[src/rtl/nib8_pkg.sv]
package nib8_pkg;
   typedef enum logic [3:0] {
      OP_MOV  = 4'd0,  OP_ADD  = 4'd1,  OP_SUB  = 4'd2,  OP_AND  = 4'd3,
      OP_OR   = 4'd4,  OP_NOT  = 4'd5,  OP_SLL  = 4'd6,  OP_SRL  = 4'd7,
      OP_SRA  = 4'd8,  OP_CMP  = 4'd9,  OP_JEQ  = 4'd10, OP_JMP  = 4'd11,
      OP_LIHI = 4'd12, OP_LILO = 4'd13, OP_LD   = 4'd14, OP_ST   = 4'd15
   } op_e;

   localparam logic [7:0] RET_WORD = 8'hB4;
endpackage

[src/rtl/nib8_alu.sv]
module nib8_alu
   import nib8_pkg::*;
#(
   parameter int DW = 8
) (
   input  op_e           op,
   input  logic [DW-1:0] a,
   input  logic [DW-1:0] b,
   output logic [DW-1:0] y
);
   localparam int SW = $clog2(DW);

   if (DW < 2) begin : g_bad_width
      $error("nib8_alu: DW must be at least 2");
   end

   logic          big_shift;
   logic [SW-1:0] sh;

   assign sh        = b[SW-1:0];
   assign big_shift = (b >= DW[DW-1:0]);

   always_comb begin
      unique case (op)
         OP_MOV:  y = b;
         OP_ADD:  y = a + b;
         OP_SUB:  y = a - b;
         OP_AND:  y = a & b;
         OP_OR:   y = a | b;
         OP_NOT:  y = ~b;
         OP_SLL:  y = big_shift ? '0 : (a << sh);
         OP_SRL:  y = big_shift ? '0 : (a >> sh);
         OP_SRA:  y = big_shift ? {DW{a[DW-1]}} : DW'($signed(a) >>> sh);
         default: y = b;
      endcase
   end
endmodule

[src/rtl/nib8_regs.sv]
module nib8_regs #(
   parameter int DW   = 8,
   parameter int NREG = 4
) (
   input  logic                    clk,
   input  logic                    rst_n,
   input  logic [$clog2(NREG)-1:0] ra,
   input  logic [$clog2(NREG)-1:0] rb,
   input  logic                    we,
   input  logic [$clog2(NREG)-1:0] wa,
   input  logic [DW-1:0]           wd,
   output logic [DW-1:0]           qa,
   output logic [DW-1:0]           qb
);
   logic [DW-1:0] bank [NREG];

   for (genvar i = 0; i < NREG; i++) begin : g_reg
      always_ff @(posedge clk or negedge rst_n) begin
         if (!rst_n)
            bank[i] <= '0;
         else if (we && (wa == i))
            bank[i] <= wd;
      end
   end

   assign qa = bank[ra];
   assign qb = bank[rb];
endmodule

[src/rtl/nib8_core.sv]
module nib8_core
   import nib8_pkg::*;
#(
   parameter int DW       = 8,
   parameter int AW       = 8,
   parameter int NREG     = 4,
   parameter int VEC_ADDR = 250
) (
   input  logic          clk,
   input  logic          rst_n,
   input  logic          irq,
   output logic [AW-1:0] imem_addr,
   input  logic [7:0]    imem_data,
   output logic [AW-1:0] dmem_addr,
   output logic [DW-1:0] dmem_wdata,
   output logic          dmem_we,
   input  logic [DW-1:0] dmem_rdata
);
   localparam int RIW = $clog2(NREG);
   localparam int IMM = 4;
   localparam logic [RIW-1:0] IMM_REG = RIW'(NREG - 1);

   if (NREG != 4) begin : g_bad_nreg
      $error("nib8_core: the 2-bit register fields need NREG == 4");
   end
   if (AW != DW) begin : g_bad_aw
      $error("nib8_core: jump targets come from registers, so AW must equal DW");
   end
   if (DW != 2 * IMM) begin : g_bad_dw
      $error("nib8_core: two nibble loads must fill a register");
   end

   logic [AW-1:0]  pc, pc_nxt, ret_addr, ret_nxt;
   logic           flag, flag_nxt, int_en, int_en_nxt;
   op_e            op;
   logic [RIW-1:0] rd_i, rs_i, ra_sel, wa;
   logic [DW-1:0]  rd_val, rs_val, alu_y, wd;
   logic           wen, take;

   assign op   = op_e'(imem_data[7:4]);
   assign rd_i = imem_data[3:2];
   assign rs_i = imem_data[1:0];
   assign take = irq && int_en;
   assign ra_sel = (op == OP_LIHI || op == OP_LILO) ? IMM_REG : rd_i;

   nib8_regs #(.DW(DW), .NREG(NREG)) u_regs (
      .clk(clk), .rst_n(rst_n), .ra(ra_sel), .rb(rs_i),
      .we(wen), .wa(wa), .wd(wd), .qa(rd_val), .qb(rs_val)
   );

   nib8_alu #(.DW(DW)) u_alu (
      .op(op), .a(rd_val), .b(rs_val), .y(alu_y)
   );

   always_comb begin
      pc_nxt     = pc + 1'b1;
      ret_nxt    = ret_addr;
      flag_nxt   = flag;
      int_en_nxt = int_en;
      wen        = 1'b0;
      wa         = rd_i;
      wd         = alu_y;
      dmem_addr  = rs_val;
      dmem_wdata = rd_val;
      dmem_we    = 1'b0;
      if (take) begin
         dmem_addr  = AW'(VEC_ADDR);
         pc_nxt     = dmem_rdata;
         ret_nxt    = pc;
         int_en_nxt = 1'b0;
      end else begin
         unique case (op)
            OP_CMP: flag_nxt = (rd_val == rs_val);
            OP_JEQ: if (imem_data[3:2] == 2'b00 && flag) pc_nxt = rs_val;
            OP_JMP: begin
               if (imem_data == RET_WORD) begin
                  pc_nxt     = ret_addr;
                  int_en_nxt = 1'b1;
               end else if (imem_data[3:2] == 2'b00) begin
                  pc_nxt = rs_val;
               end
            end
            OP_LIHI: begin
               wen = 1'b1;
               wa  = IMM_REG;
               wd  = {imem_data[IMM-1:0], rd_val[IMM-1:0]};
            end
            OP_LILO: begin
               wen = 1'b1;
               wa  = IMM_REG;
               wd  = {rd_val[DW-1:IMM], imem_data[IMM-1:0]};
            end
            OP_LD: begin
               wen = 1'b1;
               wd  = dmem_rdata;
            end
            OP_ST:   dmem_we = 1'b1;
            default: wen = 1'b1;
         endcase
      end
   end

   always_ff @(posedge clk or negedge rst_n) begin
      if (!rst_n) begin
         pc       <= '0;
         ret_addr <= '0;
         flag     <= 1'b0;
         int_en   <= 1'b1;
      end else begin
         pc       <= pc_nxt;
         ret_addr <= ret_nxt;
         flag     <= flag_nxt;
         int_en   <= int_en_nxt;
      end
   end

   assign imem_addr = pc;
endmodule

[config.mk]
export PLATFORM = sky130hd
export DESIGN_NAME = nib8_core
export DESIGN_NICKNAME = d
export VERILOG_FILES = /design/src/rtl/nib8_pkg.sv /design/src/rtl/nib8_alu.sv /design/src/rtl/nib8_regs.sv /design/src/rtl/nib8_core.sv
export SDC_FILE = /design/constraint.sdc
export NUM_CORES = 1
export LEC_CHECK = 0
export BUFFER_PORTS_ARGS = -buffer_cell sky130_fd_sc_hd__buf_2
export CAP_MARGIN = 20
export CORE_MARGIN = 3
export CORE_UTILIZATION = 60
export DETAILED_ROUTE_END_ITERATION = 8
export HOLD_SLACK_MARGIN = 0.06
export PLACE_DENSITY = 0.82
export SLEW_MARGIN = 0
export SYNTH_ARGS = -nofsm -noshare
export SYNTH_HDL_FRONTEND = slang
export SYNTH_SLANG_ARGS = --single-unit
[constraint.sdc]
create_clock -name clk -period 6.3 [get_ports clk]
set_clock_uncertainty 0.2 [all_clocks]
set_input_delay 0.63 -clock clk [delete_from_list [all_inputs] [get_ports clk]]
set_output_delay 0.63 -clock clk [all_outputs]
set_load 0.01 [all_outputs]
Yosys cells after proc, flatten, opt, wreduce, memory -nomap -nowiden --
Cells that the tools add are included.
Operators by class: $add $sub $neg 3, order comparisons 3, equal/unequal tests 20, shifts and indexed selects 3, multiplexer cells 28, bitwise operators 6, reductions and logical operators 15
Operator list (count):
- 2-to-1 mux 8 bit | 13
- case mux 8 bit (8 select lines) | 1
- binary-select mux 8 bit (select 2 bit) | 2
- == test 4 bit (second input constant) | 8
- case mux 8 bit (3 select lines) | 1
- == test 4 x 3 -> 1 bit (second input constant) | 4
- case mux 8 bit (2 select lines) | 1
- adder 8 x 1 -> 8 bit (second input constant) | 1
- adder 8 bit | 1
- AND 8 bit | 1
- == test 4 x 2 -> 1 bit (second input constant) | 2
- == test 8 bit | 1
- == test 8 bit (second input constant) | 1
- >= comparator 8 x 4 -> 1 bit (second input constant) | 1
- NOT 8 bit | 1
- bitwise OR 8 bit | 1
- << shifter 8 x 3 -> 8 bit | 1
- >> shifter 8 x 3 -> 8 bit | 1
- >>> shifter 8 x 3 -> 8 bit | 1
- subtractor 8 bit | 1
- 2-to-1 mux 1 bit | 7
- >= comparator 3 bit (second input constant) | 2
- logical AND 1 bit | 6
- 2-to-1 mux 2 bit | 3
- other kinds (11) | 16
Storage, ports and cells: flip-flop bits (word level) 50, input port bits 19, logic and storage cells 86

Longest topological paths before layout --
Gate-level depths: netlist of the first run.
depth in word-level cells 12, mapped depth 19

Modules after synthesis --
A second synthesis of the first run with hierarchy kept.
Unflattened totals: cells, all modules 550, area total of the unflattened synthesis 4882.2 sq um
By module, submodules not included:
- nib8_core | instances 1, cells each 218, area an instance 1672.9 sq um, sequential area each 451.7 sq um
- nib8_alu | instances 1, cells each 244, area an instance 1619.1 sq um, sequential area each 0.0 sq um
- nib8_regs | instances 1, cells each 88, area an instance 1590.3 sq um, sequential area each 800.8 sq um

Worst setup path before layout of the first run --
No wires, ideal clock.
path kind input to register, start point input imem_data[2], end point register u_regs.bank[12] (netlist name), setup time 0.125 ns, arrival 4.175 ns, data required time 5.975 ns, path slack 1.800 ns, stages 18, path through buf_2 > buf_2 > buf_2 > buf_2 > mux2i_1 > nor2_1 > a221oi_1 > inv_1 > ha_1 > inv_1 > fa_1 > nor3_1 > or3_1 > xnor2_1 > a221oi_1 > a21oi_1 > a311o_1 > mux2_2
On the way: longest elaborated chain between the ends 10
Ends and longest elaborated chain:
- start, declared | RTL line nib8_core.sv:13 | input logic [7:0] imem_data,
- 2-to-1 mux 2 bit * | RTL line nib8_core.sv:44 | assign ra_sel = (op == OP_LIHI || op == OP_LILO) ? IMM_REG : rd_i;
- NOT 2 -> 3 bit (not written as such) * | RTL line nib8_regs.sv:26 | assign qa = bank[ra];
- binary-select mux 8 bit (select 2 bit) * | RTL line nib8_regs.sv:26
- 2-to-1 mux 8 bit (not written as such) * (2 in series) | RTL line nib8_regs.sv:26
- named net dmem_wdata[0] | RTL line nib8_core.sv:15 | output logic [DW-1:0] dmem_wdata,
- parallel branches: the longest is 2 deep, another holds subtractor 8 bit
- case mux 8 bit (8 select lines) * | RTL line nib8_alu.sv:24 | unique case (op)
- case mux 8 bit (3 select lines) | RTL line nib8_core.sv:72 | unique case (op)
- 2-to-1 mux 8 bit * | RTL line nib8_core.sv:66 | if (take) begin
- end signal, assigned by index | RTL line nib8_regs.sv:22 | bank[i] <= wd;
- end, declared | RTL line nib8_regs.sv:15 | logic [DW-1:0] bank [NREG];
Mark *: on every way through the listed nets, which the timed path passes. The select of a mux whose other input is x is not followed. A chain may end at the register's enable or synchronous reset.

Final worst setup path of the first run --
start point input imem_data[7], end point register u_regs.bank[30] (netlist name)
On the way: longest elaborated chain between the ends 12
Ends and longest elaborated chain:
- parallel branches: the longest is 12 deep, another holds subtractor 8 bit
Several ways; the timed one is not identified. The select of a mux whose other input is x is not followed.

==> metrics.cfg, run 1 <==
[power_and_ir_drop]
seq_power_share_pct=23.9
switchingPower_mw=1.34
power.leakage_nw=2.35
combPwrFrac_pct=67.4
p_clk_share_pct=8.7
internal_power_mw=1.28
peakVddDrop_uv=277
powerDensity_mw_per_mm2=472
p_sw_share_pct=51.2

[cells_and_area]
fill_cells=727
final_area_mm2=0.00555
instances_no_fill=765
utilization_pct=66.5
syn_to_final_growth_pct=6.21
layout-drive-gt1-share_pct=16.4
regArea_mm2=0.00125
multi_input_area_mm2=0.00366
nets=704

[synth]
syn_nets=694
async_reset_ff_share_pct=100
yosysWarningCount=0
yosysSeqAreaShare_pct=24.0
avgSynthCellArea_um2=8.06
synth_edf_count=0
synth_top_flop_cell=dfrtp_1
yosys_register_bits=50
synthCells=648
ys_types=75
synth_area_mm2=0.00522

[critical_path]
worst_setup_path_start_kind=primary input
critical_path_class=in2reg
worstPathRequired_ns=6.26
worstPathMaxFanout=30
crit_path_end_kind=flip-flop
cp.arrival_ns=4.98

[cts]
hold_buffers=0
clk_pin_slew_ns=0.09
tritoncts=done
cts-root-buf=clkbuf_8
numCtsBuffers=5
clock_sinks=50
clk_path_buf_depth=2
clk_latency_ns=0.31
postCtsSetupBuffers=0
cts_max_level=2
postCtsResizedCells=0

[timing]
grt_setup_unrepaired=no
tightest_slew_ns=1.08
fin_crit_sh_pct=79.8
tns_ns=0
hold_viol=0
setup_viol=0
setup_ws_ns=1.27
min_period_ns=5.03
timing.fmax_mhz=199
slew_headroom_pct=27.3
final_max_slew_viol_count=0

[drt]
drtPass1Iterations=8
vias_per_cell=7.10
wl_per_cell_um=22.9
vias=5434
ant_nets=0
routed_wirelength_um=17500
route.detailed.drc=0
initialDrtViolationCount=829

[grt]
use_met2_pct=53.5
grtUsageMet3_pct=6.66
busiest_layer=met2
grt_max_degree=51
use_met1_pct=47.6
grt_pass1_vias=5038
grt_use_total_pct=35.2
grt_first_pass_wirelength_um=27400
antenna_found_initial=1
gr-total-overflow=0

[placement]
port_buffers=43
gp_congestion=1.02
dp_slack_ns=1.13
placedCellCount=754
hpwl_um=12600
postPlaceCellArea_mm2=0.00540

[floorplanning]
core.rowCount=33
core_mm2=0.00834
pin_count=44
initial_utilization_pct=62.6
die_h_um=99.3
die-area_mm2=0.00986
die_w_um=99.3

[flow_run]
drv_cap=0

[outcome]
status=completed

[worst_hold_path]
hold_path_class=reg2reg

==> cell families after synthesis <==
logic type,count (synthesis),share of synthesized area [%]
buffers and inverters,76,5.97
flip-flops,50,24.0
multiplexers,52,12.7
XOR/XNOR,13,2.18
AO/OA/AOI/OAI,190,25.8
AND/OR/NAND/NOR,240,22.6
adder cells (fa/ha/maj),27,6.76
==> metrics by stage <==
stage | power [mW] | hold slack [ns]
5_1_grt | 2.78 | 0.311
3_3_place_gp | 2.29 | 0.258
3_5_place_dp | 2.32 | 0.265
2_1_floorplan | 1.83 | 0.134
6_report | 2.62 | 0.285
4_1_cts | 2.55 | 0.286
==> layer usage <==
metal / up-vias / routed length [µm]
li1: 2425 / -
met1: 2529 / 6830
met2: 402 / 7770
met3: 78 / 1990
met4: 0 / 952
met5: - / 0
==> critical path, cell delays in order <==
cell	delay [ns]
buf_2	0.45
and3b_1	0.68
o21ai_0	0.19
a221oi_1	0.35
buf_4	0.23
ha_1	0.17
inv_1	0.06
fa_1	0.41
a21o_1	0.19
a21oi_1	0.26
o32ai_1	0.14
a211oi_1	0.29
nand3_1	0.12
a211oi_1	0.59
o21ai_0	0.22
==> final timing paths <==
path | cells past startpoint | start | to | slack (ns)
hold reg to reg | 2 | ret_addr[5]$_DFFE_PN0P_ | ret_addr[5]$_DFFE_PN0P_ | 0.28
setup / recovery | 15 | imem_data[7] | u_regs.bank[30]$_DFFE_PN0P_ | 1.27
hold / removal | 2 | ret_addr[5]$_DFFE_PN0P_ | ret_addr[5]$_DFFE_PN0P_ | 0.28
max in group asynchronous | 3 | rst_n | int_en$_DFFE_PN1P_ | 4.84
min in group asynchronous | 2 | rst_n | u_regs.bank[24]$_DFFE_PN0P_ | 0.51
setup reg to reg | 13 | u_regs.bank[16]$_DFFE_PN0P_ | u_regs.bank[30]$_DFFE_PN0P_ | 1.86
==> cells in the mapped netlist (4+ instances only) <==
library cell	number	area, µm²
nand2_1	87	327
nor2_1	55	206
dfrtp_1	49	1230
o21ai_0	36	180
a21oi_1	32	160
clkbuf_1	29	109
inv_1	26	97.6
mux2_2	26	293
ha_1	25	313
mux2i_1	17	170
o31ai_1	17	128
nand3_1	16	80.1
nand2b_1	15	93.8
nor3_1	14	70.1
a211oi_1	13	97.6
buf_2	12	60.1
nand4b_1	10	87.6
a31oi_1	9	56.3
mux4_2	9	203
a221oi_1	8	70.1
nor2b_1	8	50.1
a222oi_1	7	70.1
o211ai_1	7	52.6
o22ai_1	7	43.8
xnor2_1	7	61.3
o221ai_1	6	52.6
xor2_1	6	52.6
a211o_1	5	43.8
nand3b_1	5	37.5
a2111oi_0	4	35.0
and2_1	4	25.0
buf_1	4	15.0
or3_1	4	25.0
==> sequential cells by signal, indices dropped and copies added, names as in the netlist <==
register     cells
flag             1
int_en           1
u_regs.bank     32
imem_addr        8
ret_addr         8
==> layout by cell type (no fill, tap or decap), types with 14 or more instances in the layout <==
cell,netlist,layout
nor3_1,14,14
nand2_1,87,87
nand2b_1,15,15
ha_1,25,25
nand3_1,16,16
mux2_2,26,26
inv_1,26,26
o21ai_0,36,35
dfrtp_1,49,49
o31ai_1,17,17
mux2i_1,17,17
buf_2,12,43
nor2_1,55,55
a21oi_1,32,32
==> layout make-up <==
class	instances	area share [%]
well taps	105	2.37
clock inverters	2	0.677
repair buffers	50	5.10
flip-flops and latches	50	22.6
inverters	29	1.96
diodes	1	0.0451
clock buffers	6	1.31
multi-input cells	522	66.0
==> power groups by stage <==
stage          Sequential (mW)  Clock (mW)  Combinational [mW]
6_report                 0.626       0.227                1.76
4_1_cts                  0.618       0.231                1.71
3_3_place_gp             0.609           0                1.68
5_1_grt                  0.646       0.242                1.90
3_5_place_dp             0.625           0                1.70
2_1_floorplan            0.589           0                1.24
(Power assumes the default switching activity.)
==> inputs of run 2 (changes only) <==
clock period = 5.25 ns   (was 6.3 ns; I/O delays follow)
==> run 2 against run 1 <==
- sequential share of layout area decreased by 0.26 points
- power grew 21%
- wire length rose by 4.2%
- critical path depth is 1 lower
- clock power is essentially flat
- sequential power is 23% higher
- non-clock buffer count increased by 11
- via count is 1.4% higher
- hold slack better by 0.0031 ns
==> metrics.cfg, run 2 (synthesis results as in run 1) <==
[critical_path]
worstPathRequired_ns=5.18  ; was 6.26 ns
worstPathMaxFanout=12  ; was 30
cp.arrival_ns=4.46  ; was 4.98 ns
ff2ff_path_depth=13  ; unchanged
worst_setup_path_start_kind=primary input  ; unchanged
critical_path_class=in2reg  ; unchanged
slowest_delay_ns=0.68  ; about the same
critPathSlowestCell=a211oi_1  ; was and3b_1
crit_path_end_kind=flip-flop  ; unchanged
crit_chain=buf_2 > and3b_1 > buf_4 > o211ai_1 > o21ba_2 > ha_1 > nor2b_1 > a32oi_1 > nand3_1 > a211o_1 > a211oi_1 > nand3_1 > a211oi_1 > o21ai_0  ; was buf_2 > and3b_1 > o21ai_0 > a221oi_1 > buf_4 > ha_1 > inv_1 > fa_1 > a21o_1 > a21oi_1 > o32ai_1 > a211oi_1 > nand3_1 > a211oi_1 > o21ai_0
timing.rr.end=u_regs.bank[30]$_DFFE_PN0P_  ; unchanged
r2r_start=u_regs.bank[16]$_DFFE_PN0P_  ; unchanged
r2r_slack_ns=1.09  ; was 1.86 ns

[cells_and_area]
regArea_mm2=0.00125  ; unchanged
mostFrequentLayoutCells=nand2_1, nor2_1, dfrtp_1  ; unchanged
nets=715  ; was 704
antenna_cells_inserted=0  ; was 1
layout-drive-gt1-share_pct=17.9  ; was 16.4%
final_common_cell=nand2_1  ; unchanged
multi_input_area_mm2=0.00366  ; unchanged
largest-register=u_regs.bank  ; unchanged
syn_to_final_growth_pct=7.45  ; was 6.21%
fill_cells=705  ; was 727
largest_register_ffs=32  ; unchanged

[grt]
grt_first_pass_wirelength_um=28800  ; was 27,400 µm
gr-total-overflow=0  ; unchanged
grt_use_total_pct=37.1  ; was 35.2%
antenna_found_initial=0  ; was 1
grt_pass1_vias=5194  ; was 5,038
grt_max_degree=51  ; unchanged

[timing]
tns_ns=0  ; unchanged
hold_viol=0  ; unchanged
fin_crit_sh_pct=86.2
setup_viol=0  ; unchanged
timing.fmax_mhz=221
setup_ws_ns=0.724  ; was 1.27 ns
slew_headroom_pct=26.8  ; was 27.3%
grt_setup_unrepaired=no  ; unchanged
min_period_ns=4.53
tightest_slew_ns=1.08  ; about the same
final_max_slew_viol_count=0  ; unchanged

[floorplanning]
die_w_um=99.3  ; unchanged
pin_count=44  ; unchanged
initial_utilization_pct=62.6  ; unchanged
die-area_mm2=0.00986  ; unchanged
core.rowCount=33  ; unchanged
die_h_um=99.3  ; unchanged
core_mm2=0.00834  ; unchanged

[worst_hold_path]
holdCritStartpoint=dmem_rdata[5]  ; was ret_addr[5]$_DFFE_PN0P_
hold_path_class=in2reg  ; was reg2reg
worst_hold_path.endpoint=imem_addr[5]$_DFF_PN0_  ; was ret_addr[5]$_DFFE_PN0P_
whs_path_depth=3  ; was 2

[placement]
dp_slack_ns=0.723  ; was 1.13 ns
hpwl_um=13500  ; was 12,600 µm
gp_congestion=1.03  ; was 1.02
port_buffers=43  ; unchanged

[cts]
clk_path_buf_depth=2  ; unchanged
clk_pin_slew_ns=0.08  ; was 0.09 ns
postCtsResizedCells=0  ; unchanged
numCtsBuffers=5  ; unchanged
cts-root-buf=clkbuf_8  ; unchanged
cts_max_level=2  ; unchanged
clk_latency_ns=0.31  ; about the same
postCtsSetupBuffers=0  ; unchanged
tritoncts=done  ; unchanged
clock_sinks=50  ; unchanged

[drt]
wl_per_cell_um=23.6  ; was 22.9 µm
vias_per_cell=7.11  ; was 7.10
ant_nets=0  ; unchanged
route.detailed.drc=0  ; unchanged
initialDrtViolationCount=705  ; was 829
routed_wirelength_um=18300  ; was 17,500 µm
drtPass1Iterations=6  ; was 8
vias=5510  ; was 5,434

[outcome]
status=completed  ; unchanged

[power_and_ir_drop]
peakVddDrop_uv=381  ; was 277 µV
powerDensity_mw_per_mm2=564  ; was 472 mW/mm²
power.leakage_nw=2.40  ; was 2.35 nW
power_mw=3.16  ; was 2.62 mW

[flow_run]
drv_cap=0  ; unchanged

## run 2: cell types whose count changed in the layout (fill, tap and decap cells not counted)
cell	before	now
bufinv_16	1	0
buf_4	5	16
o21ai_0	35	36
clkbuf_8	5	6
clkinv_2	0	1
o21ai_1	2	1
clkbuf_1	1	0
diode_2	1	0
## run 2: final cells by class
cell class	instances	area share [%]
clock buffers	6	1.47
clock inverters	2	0.223
inverters	29	1.94
multi-input cells	522	65.2
flip-flops and latches	50	22.3
well taps	105	2.34
repair buffers	61	6.51
## run 2: power by group
group / switching, mW / internal, mW / total (mW) / leakage, nW
Clock: 0.123 / 0.106 / 0.229 / 0.0472
Combinational: 1.30 / 0.867 / 2.17 / 1.74
Sequential: 0.207 / 0.561 / 0.768 / 0.612
Total: 1.63 / 1.53 / 3.16 / 2.40
## run 2: repair_timing
action | CTS | global route
endpoints found under the setup margin | 0 | 0
hold buffers | 0 | 1
endpoints found under the hold margin | 0 | 5
## run 2: stage by stage
step,utilization [%],cell area [µm²],hold WS (ns),std cells
floorplan,-,5220,0.0294,648
global placement,65.8,5490,0.258,765
detailed placement,65.8,5490,0.266,765
CTS,66.9,5580,0.234,773
global route,67.3,5610,0.285,775
finish,67.3,5610,0.288,775
## run 2: worst max path at each step
stage	start	depth (start not counted)	end
floorplan	imem_data[2]	18	u_regs.bank[4]$_DFFE_PN0P_
global placement	imem_data[7]	14	u_regs.bank[22]$_DFFE_PN0P_
detailed placement	imem_data[2]	15	u_regs.bank[30]$_DFFE_PN0P_
CTS	imem_data[7]	14	u_regs.bank[30]$_DFFE_PN0P_
global route	imem_data[2]	17	u_regs.bank[30]$_DFFE_PN0P_
finish	imem_data[7]	14	u_regs.bank[30]$_DFFE_PN0P_
## run 2: worst max-delay path, delay by kind of cell
family,cells,cell delay (ns)
buf+inv,2,0.48
simple gates,4,0.88
compound gates,7,2.17
fa+ha+maj,1,0.40
## run 2: per-layer routing
metal	track usage [%]	vias to the layer above	part of all wire, %
met5	0	-	0
met4	14.9	0	4.8
met3	6.45	75	11
met2	58.5	367	45
met1	50.7	2616	39
li1	-	2452	-
